$ cat config.mk
export PLATFORM = sky130hd
export DESIGN_NAME = uart9_core
export DESIGN_NICKNAME = d
export VERILOG_FILES = /design/src/rtl/uart9_pkg.sv /design/src/rtl/uart9_ctrl.sv /design/src/rtl/uart9_dpath.sv /design/src/rtl/uart9_core.sv
export SDC_FILE = /design/constraint.sdc
export NUM_CORES = 1
export LEC_CHECK = 0
export BUFFER_PORTS_ARGS = -buffer_cell sky130_fd_sc_hd__buf_2
export CAP_MARGIN = 20
export CORE_MARGIN = 1.5
export CORE_UTILIZATION = 55
export CTS_BUF_LIST = sky130_fd_sc_hd__clkbuf_4 sky130_fd_sc_hd__clkbuf_8
export CTS_CLUSTER_SIZE = 16
export DETAILED_ROUTE_END_ITERATION = 6
export PLACE_DENSITY = 0.76
export SLEW_MARGIN = 20
export SYNTH_ARGS = -nofsm -noshare
export SYNTH_HDL_FRONTEND = slang
export SYNTH_HIERARCHICAL = 1
export SYNTH_SLANG_ARGS = --single-unit
$ cat constraint.sdc
create_clock -name clk -period 4.6 [get_ports clk]
set_input_delay 0.23 -clock clk [delete_from_list [all_inputs] [get_ports clk]]
set_output_delay 0.23 -clock clk [all_outputs]
set_load 0.05 [all_outputs]
$ cat src/rtl/uart9_pkg.sv
package uart9_pkg;
  localparam int DATA_W  = 8;
  localparam int ENTRY_W = DATA_W + 1;
  localparam int FRAME_W = DATA_W + 3;
  localparam int OVS     = 16;
  localparam int HALF    = OVS / 2;
  localparam int TICK_W  = $clog2(OVS);
  localparam int BIT_W   = $clog2(FRAME_W + 1);
  localparam int CFG_W   = 7;

  typedef struct packed {
    logic rtsOn;
    logic maskErr;
    logic maskExtra;
    logic maskRx;
    logic fifoOff;
    logic extraEn;
    logic shortWord;
  } cfg_t;

  typedef struct packed {
    logic txLoad;
    logic txShift;
    logic rxSample;
    logic rxPush;
    logic rxPop;
    logic errSet;
    logic errClr;
    logic frmShort;
    logic frmExtra;
  } strobe_t;

  typedef enum logic [1:0] {RX_IDLE, RX_START, RX_BITS, RX_STOP} rx_state_e;
endpackage

$ cat src/rtl/uart9_ctrl.sv
module uart9_ctrl
  import uart9_pkg::*;
(
  input  logic             clk,
  input  logic             rstN,
  input  logic             tick,
  input  logic             cfgWe,
  input  logic [CFG_W-1:0] cfgIn,
  input  logic             txWe,
  input  logic             rxRe,
  input  logic             rxLine,
  input  logic             rxFull,
  input  logic             rxEmpty,
  output cfg_t             cfg,
  output strobe_t          stb,
  output logic             txBusy
);
  // configuration word
  always_ff @(posedge clk or negedge rstN) begin
    if (!rstN) cfg <= '0;
    else if (cfgWe) cfg <= cfg_t'(cfgIn);
  end

  // transmit sequencer
  logic              txActive;
  logic [TICK_W-1:0] txTick;
  logic [BIT_W-1:0]  txBitIdx;
  logic [BIT_W-1:0]  txLast;
  logic              txStart;
  logic              txEndBit;

  assign txStart  = txWe && !txActive;
  assign txEndBit = txActive && tick && (txTick == TICK_W'(OVS - 1));

  always_ff @(posedge clk or negedge rstN) begin
    if (!rstN) begin
      txActive <= 1'b0;
      txTick   <= '0;
      txBitIdx <= '0;
      txLast   <= '0;
    end else if (txStart) begin
      txActive <= 1'b1;
      txTick   <= '0;
      txBitIdx <= '0;
      txLast   <= BIT_W'(DATA_W + 1) - BIT_W'(cfg.shortWord) + BIT_W'(cfg.extraEn);
    end else if (txActive && tick) begin
      if (txEndBit) begin
        txTick <= '0;
        if (txBitIdx == txLast) txActive <= 1'b0;
        else txBitIdx <= txBitIdx + BIT_W'(1);
      end else begin
        txTick <= txTick + TICK_W'(1);
      end
    end
  end

  assign txBusy = txActive;

  // receive sequencer
  rx_state_e         rxState;
  logic [TICK_W-1:0] rxTick;
  logic [BIT_W-1:0]  rxBitIdx;
  logic [BIT_W-1:0]  rxLast;
  logic              rxShortL;
  logic              rxExtraL;
  logic              rxBitEnd;
  logic              rxHalf;

  assign rxBitEnd = tick && (rxTick == TICK_W'(OVS - 1));
  assign rxHalf   = tick && (rxTick == TICK_W'(HALF - 1));

  always_ff @(posedge clk or negedge rstN) begin
    if (!rstN) begin
      rxState  <= RX_IDLE;
      rxTick   <= '0;
      rxBitIdx <= '0;
      rxLast   <= '0;
      rxShortL <= 1'b0;
      rxExtraL <= 1'b0;
    end else begin
      case (rxState)
        RX_IDLE: begin
          if (tick && !rxLine) begin
            rxState  <= RX_START;
            rxTick   <= '0;
            rxShortL <= cfg.shortWord;
            rxExtraL <= cfg.extraEn;
            rxLast   <= BIT_W'(DATA_W - 1) - BIT_W'(cfg.shortWord) + BIT_W'(cfg.extraEn);
          end
        end
        RX_START: begin
          if (rxHalf) begin
            rxTick   <= '0;
            rxBitIdx <= '0;
            rxState  <= rxLine ? RX_IDLE : RX_BITS;
          end else if (tick) begin
            rxTick <= rxTick + TICK_W'(1);
          end
        end
        RX_BITS: begin
          if (rxBitEnd) begin
            rxTick <= '0;
            if (rxBitIdx == rxLast) rxState <= RX_STOP;
            else rxBitIdx <= rxBitIdx + BIT_W'(1);
          end else if (tick) begin
            rxTick <= rxTick + TICK_W'(1);
          end
        end
        RX_STOP: begin
          if (rxBitEnd) begin
            rxTick  <= '0;
            rxState <= RX_IDLE;
          end else if (tick) begin
            rxTick <= rxTick + TICK_W'(1);
          end
        end
        default: rxState <= RX_IDLE;
      endcase
    end
  end

  logic stopNow;
  assign stopNow = (rxState == RX_STOP) && rxBitEnd;

  always_comb begin
    stb          = '0;
    stb.txLoad   = txStart;
    stb.txShift  = txEndBit;
    stb.rxSample = (rxState == RX_BITS) && rxBitEnd;
    stb.rxPush   = stopNow && rxLine && !rxFull;
    stb.errSet   = stopNow && (!rxLine || rxFull);
    stb.rxPop    = rxRe && !rxEmpty;
    stb.errClr   = rxRe;
    stb.frmShort = rxShortL;
    stb.frmExtra = rxExtraL;
  end
endmodule

$ cat src/rtl/uart9_dpath.sv
module uart9_dpath
  import uart9_pkg::*;
#(
  parameter int FIFO_DEPTH = 8
) (
  input  logic              clk,
  input  logic              rstN,
  input  cfg_t              cfg,
  input  strobe_t           stb,
  input  logic [DATA_W-1:0] txData,
  input  logic              txExtra,
  input  logic              serIn,
  input  logic              ctsN,
  output logic              serOut,
  output logic              rxLine,
  output logic              rxFull,
  output logic              rxEmpty,
  output logic [DATA_W-1:0] rxData,
  output logic              rxExtra,
  output logic              rxAvail,
  output logic              errFlag,
  output logic              ctsStat,
  output logic              rtsN,
  output logic              irqN
);
  localparam int PTR_W = (FIFO_DEPTH > 1) ? $clog2(FIFO_DEPTH) : 1;
  localparam int CNT_W = $clog2(FIFO_DEPTH + 1);

  // transmit frame assembly and shifter
  logic [FRAME_W-1:0] txFrame;
  logic [FRAME_W-1:0] txSh;

  always_comb begin
    txFrame    = '1;
    txFrame[0] = 1'b0;
    for (int i = 0; i < DATA_W; i++) begin
      if (!(cfg.shortWord && (i == DATA_W - 1))) txFrame[i + 1] = txData[i];
    end
    if (cfg.extraEn) begin
      if (cfg.shortWord) txFrame[DATA_W] = txExtra;
      else txFrame[DATA_W + 1] = txExtra;
    end
  end

  always_ff @(posedge clk or negedge rstN) begin
    if (!rstN) txSh <= '1;
    else if (stb.txLoad) txSh <= txFrame;
    else if (stb.txShift) txSh <= {1'b1, txSh[FRAME_W-1:1]};
  end

  assign serOut = txSh[0];

  // receive line synchroniser and shifter
  logic [1:0]         rxSync;
  logic [ENTRY_W-1:0] rxSh;

  always_ff @(posedge clk or negedge rstN) begin
    if (!rstN) begin
      rxSync <= 2'b11;
      rxSh   <= '0;
    end else begin
      rxSync <= {rxSync[0], serIn};
      if (stb.rxSample) rxSh <= {rxLine, rxSh[ENTRY_W-1:1]};
    end
  end

  assign rxLine = rxSync[1];

  logic [1:0]         shAmt;
  logic [ENTRY_W-1:0] aligned;
  logic [ENTRY_W-1:0] newEntry;

  always_comb begin
    shAmt   = 2'd1 + 2'(stb.frmShort) - 2'(stb.frmExtra);
    aligned = rxSh >> shAmt;
    newEntry = '0;
    if (stb.frmShort) begin
      newEntry[DATA_W-2:0] = aligned[DATA_W-2:0];
      if (stb.frmExtra) newEntry[DATA_W] = aligned[DATA_W-1];
    end else begin
      newEntry[DATA_W-1:0] = aligned[DATA_W-1:0];
      if (stb.frmExtra) newEntry[DATA_W] = aligned[DATA_W];
    end
  end

  // receive queue
  logic [ENTRY_W-1:0] fifoMem [FIFO_DEPTH];
  logic [PTR_W-1:0]   wrPtr;
  logic [PTR_W-1:0]   rdPtr;
  logic [CNT_W-1:0]   count;

  always_ff @(posedge clk) begin
    if (stb.rxPush) fifoMem[wrPtr] <= newEntry;
  end

  always_ff @(posedge clk or negedge rstN) begin
    if (!rstN) begin
      wrPtr <= '0;
      rdPtr <= '0;
      count <= '0;
    end else begin
      if (stb.rxPush)
        wrPtr <= (wrPtr == PTR_W'(FIFO_DEPTH - 1)) ? '0 : wrPtr + PTR_W'(1);
      if (stb.rxPop)
        rdPtr <= (rdPtr == PTR_W'(FIFO_DEPTH - 1)) ? '0 : rdPtr + PTR_W'(1);
      case ({stb.rxPush, stb.rxPop})
        2'b10:   count <= count + CNT_W'(1);
        2'b01:   count <= count - CNT_W'(1);
        default: count <= count;
      endcase
    end
  end

  assign rxEmpty = (count == '0);
  assign rxFull  = cfg.fifoOff ? !rxEmpty : (count == CNT_W'(FIFO_DEPTH));
  assign rxAvail = !rxEmpty;

  logic [ENTRY_W-1:0] head;
  assign head    = rxEmpty ? '0 : fifoMem[rdPtr];
  assign rxData  = head[DATA_W-1:0];
  assign rxExtra = head[DATA_W];

  // error flag: set wins over clear
  always_ff @(posedge clk or negedge rstN) begin
    if (!rstN) errFlag <= 1'b0;
    else if (stb.errSet) errFlag <= 1'b1;
    else if (stb.errClr) errFlag <= 1'b0;
  end

  // modem lines and interrupt
  always_ff @(posedge clk or negedge rstN) begin
    if (!rstN) ctsStat <= 1'b0;
    else ctsStat <= !ctsN;
  end

  assign rtsN = !cfg.rtsOn;
  assign irqN = !((cfg.maskRx && rxAvail) || (cfg.maskExtra && rxExtra) ||
                  (cfg.maskErr && errFlag));
endmodule

$ cat src/rtl/uart9_core.sv
module uart9_core
  import uart9_pkg::*;
#(
  parameter int FIFO_DEPTH = 8
) (
  input  logic       clk,
  input  logic       rstN,
  input  logic       tick16,
  input  logic       cfgWe,
  input  logic [6:0] cfgData,
  input  logic       txWe,
  input  logic [7:0] txData,
  input  logic       txExtra,
  output logic       txBusy,
  input  logic       rxRe,
  output logic [7:0] rxData,
  output logic       rxExtra,
  output logic       rxAvail,
  output logic       errFlag,
  input  logic       serIn,
  output logic       serOut,
  input  logic       ctsN,
  output logic       ctsStat,
  output logic       rtsN,
  output logic       irqN
);
  cfg_t    cfg;
  strobe_t stb;
  logic    rxLine;
  logic    rxFull;
  logic    rxEmpty;

  uart9_ctrl ctrl_i (
    .clk     (clk),
    .rstN    (rstN),
    .tick    (tick16),
    .cfgWe   (cfgWe),
    .cfgIn   (cfgData),
    .txWe    (txWe),
    .rxRe    (rxRe),
    .rxLine  (rxLine),
    .rxFull  (rxFull),
    .rxEmpty (rxEmpty),
    .cfg     (cfg),
    .stb     (stb),
    .txBusy  (txBusy)
  );

  uart9_dpath #(.FIFO_DEPTH(FIFO_DEPTH)) dpath_i (
    .clk     (clk),
    .rstN    (rstN),
    .cfg     (cfg),
    .stb     (stb),
    .txData  (txData),
    .txExtra (txExtra),
    .serIn   (serIn),
    .ctsN    (ctsN),
    .serOut  (serOut),
    .rxLine  (rxLine),
    .rxFull  (rxFull),
    .rxEmpty (rxEmpty),
    .rxData  (rxData),
    .rxExtra (rxExtra),
    .rxAvail (rxAvail),
    .errFlag (errFlag),
    .ctsStat (ctsStat),
    .rtsN    (rtsN),
    .irqN    (irqN)
  );
endmodule

==> reports/qor.csv <==
metric,value,unit
crit_path_end_kind,flop,
wirelength,11200,um
p_leak,2.77,nW
maxCapViolCount,0,
cts_buffer_depth,2,
fin_skew,0.00788,ns
violations,negative hold slack,
drtAntennaViolNets,0,
drv_slew,0,
grt_pass1_vias,3727,
clock-sinks,139,
drive_gt1_frac,0.280,
die_h,110,um
ys_seq_area_frac,0.617,
synth_top_area_frac,0.346,
num_rows,38,
synth_fp_nets,489,
n_antenna_cell,0,
synth.distinct_cells,49,
setup_slack,1.51,ns
cts_inserted_buffers,17,
hold_class,in -> async,
synth_area,6250,sq um
htreeDepth,4,
finalCriticalPeriod,3.09,ns
die_x,110,um
tritoncts,done,
post-synth-top-area-cell,edfxtp_1,
core,10900,sq um
layout_common_cells,"edfxtp_1 (72), dfrtp_1 (55), nand2_1 (54)",
relSlewSlack,0.376,
clk_pin_slew,0.08,ns
synth_flop_cell,edfxtp_1,
cts_root_buffer,clkbuf_8,
synth-edff-count,72,
drtPass1Iterations,5,
avgRoutedWirePerCell,17.1,um
cts_hold_buf,8,
crit_arrival,3.40,ns
start_util,0.571,
grt_max_degree,68,
io_buffer_count,39,
fin_tns_setup,0,ns
tightest_slew,0.929,ns
antenna_found_initial,0,
rsz0062_at_grt,false,
fmax,324,MHz
cts_setup_buffers,0,
drt_iter0_markers,259,
hpwl,7810,um
setup_viol,0,
synth.area.top_cells,"edfxtp_1 (35%), dfrtp_1 (22%), mux4_2 (7.6%)",
irDropWorstVdd,0.388,mV
status,finished with violations,
hold_viol_final,11,
nNetsFinal,538,
critical_path_class,reg -> reg,
final_common_cell,edfxtp_1,
grt.total_usage,0.205,
powerDensity,536,nW/um^2
yosys_warnings,6,
syn_avg_cell_area,13.8,sq um
syn_to_final_growth,12.1,%
via_per_inst,5.67,
grt_first_pass_wirelength,18300,um
drc,0,
cp.required,4.91,ns
pre_cts_slack,1.36,ns
synthArstFlopShare,0.482,
fin_crit_sh,0.672,
cts_resized,0,
fillers,800,
syn_inst,452,
cp_max_fo,7,
synth_seq_cells,139,
overflow,0,
die_area,12000,sq um
clock_latency,0.43,ns
io_pins,40,
gp_congestion,0.780,
hold_ws,-0.00683,ns
via_count,3710,
start_kind,flop,
metrics by stage:
stage                     area [sq um]  hold slack (ns)   util  cells  total power [W]
after floorplan                   6250          -0.0656      -    452          0.00259
after global placement            6530            0.335  0.597    614          0.00279
after detailed placement          6530            0.336  0.597    614          0.00284
after CTS                         7000          0.00690  0.640    654          0.00378
after global routing              7000          0.00646  0.640    654          0.00396
final                             7000         -0.00683  0.640    654          0.00375
layer usage:
metal | share of wire | track usage | vias up
li1 | - | - | 1775
met3 | 0.031 | 0.0539 | 13
met1 | 0.45 | 0.272 | 1860
met4 | 0.013 | 0.0603 | 0
met2 | 0.51 | 0.336 | 62
met5 | 0 | 0 | -
critical path: stages, from the launching register on:
cell and delay, ns:
dfrtp_1 0.45, nor3_1 0.24, mux2_2 0.37, nor3_1 0.61
inv_1 0.15, ha_1 0.28, xor2_1 0.17, ha_1 0.19
a21oi_1 0.14, xor2_1 0.17, nor2_1 0.06, xor2_1 0.14
final cells by class:
cell class,count,area (sq um),area share
multi-input cells,277,2230,0.318
inverters,15,56.3,0.00804
clock inverters,15,151,0.0216
repair buffers,51,305,0.0436
well taps,140,175,0.0250
flip-flops and latches,139,3850,0.550
clock buffers,17,234,0.0334
worst paths after layout:
kind / slack [ns] / start / endpoint / depth (start not counted)
max: 1.51 / dpath_i/count[0] / dpath_i/count[2] / 11
min: -0.007 / rstN / ctrl_i/txBitIdx[1] / 2
max reg2reg: 1.51 / dpath_i/count[0] / dpath_i/count[2] / 11
min reg2reg: 0.38 / dpath_i/rxSync[0] / dpath_i/rxSync[1] / 0
max in group asynchronous: 4.06 / rstN / dpath_i/wrPtr[2] / 2
min in group clk: 0.03 / cfgData[0] / ctrl_i/cfg[0] / 3
kinds of logic (layout without fill, tap and decap cells):
group,Yosys count,in the layout,synth area share
AOI/OAI and AO/OA,62,62,0.0623
xor gates and xnor gates,14,14,0.0196
adders and majority gates,13,13,0.0260
buffers and inverters,36,98,0.0274
DFF,139,139,0.617
muxes,64,64,0.150
and+or+nand+nor,124,124,0.0981
Yosys cell counts, drive strengths merged (3+ instances only):
cell,number
mux2i,18
or4,4
nor2b,5
buf,11
mux4,21
a21oi,16
mux2,25
nor3,10
nand3b,5
dfstp,12
o31ai,3
nand2,54
inv,14
nand2b,8
a21o,4
nand4,3
dfrtp,55
xor2,12
nor2,18
clkbuf,10
edfxtp,72
a31oi,3
o21ai,25
ha,13
nand3,8
sequential cells by signal, summed over array words and instances, names as in the netlist, named ones only:
signal,count
dpath_i/ctsStat,1
ctrl_i/rxBitIdx,4
dpath_i/rdPtr,3
dpath_i/rxSh,9
ctrl_i/cfg,7
dpath_i/errFlag,1
dpath_i/rxSync,2
dpath_i/fifoMem,72
ctrl_i/rxLast,3
ctrl_i/rxState,1
dpath_i/wrPtr,3
dpath_i/txSh,10
dpath_i/count,4
ctrl_i/rxExtraL,1
ctrl_i/txTick,4
ctrl_i/rxTick,4
ctrl_i/rxShortL,1
ctrl_i/txLast,3
ctrl_i/txBitIdx,4
ctrl_i/txBusy,1
power breakdown:
| group | total, W | internal, W | leakage (nW) | switching [W] |
|---|---|---|---|---|
| clock network | 0.000937 | 0.000480 | 0.191 | 0.000457 |
| logic | 0.00114 | 0.000453 | 1.14 | 0.000686 |
| registers | 0.00168 | 0.00146 | 1.44 | 0.000211 |
(Power assumes the default switching activity.)
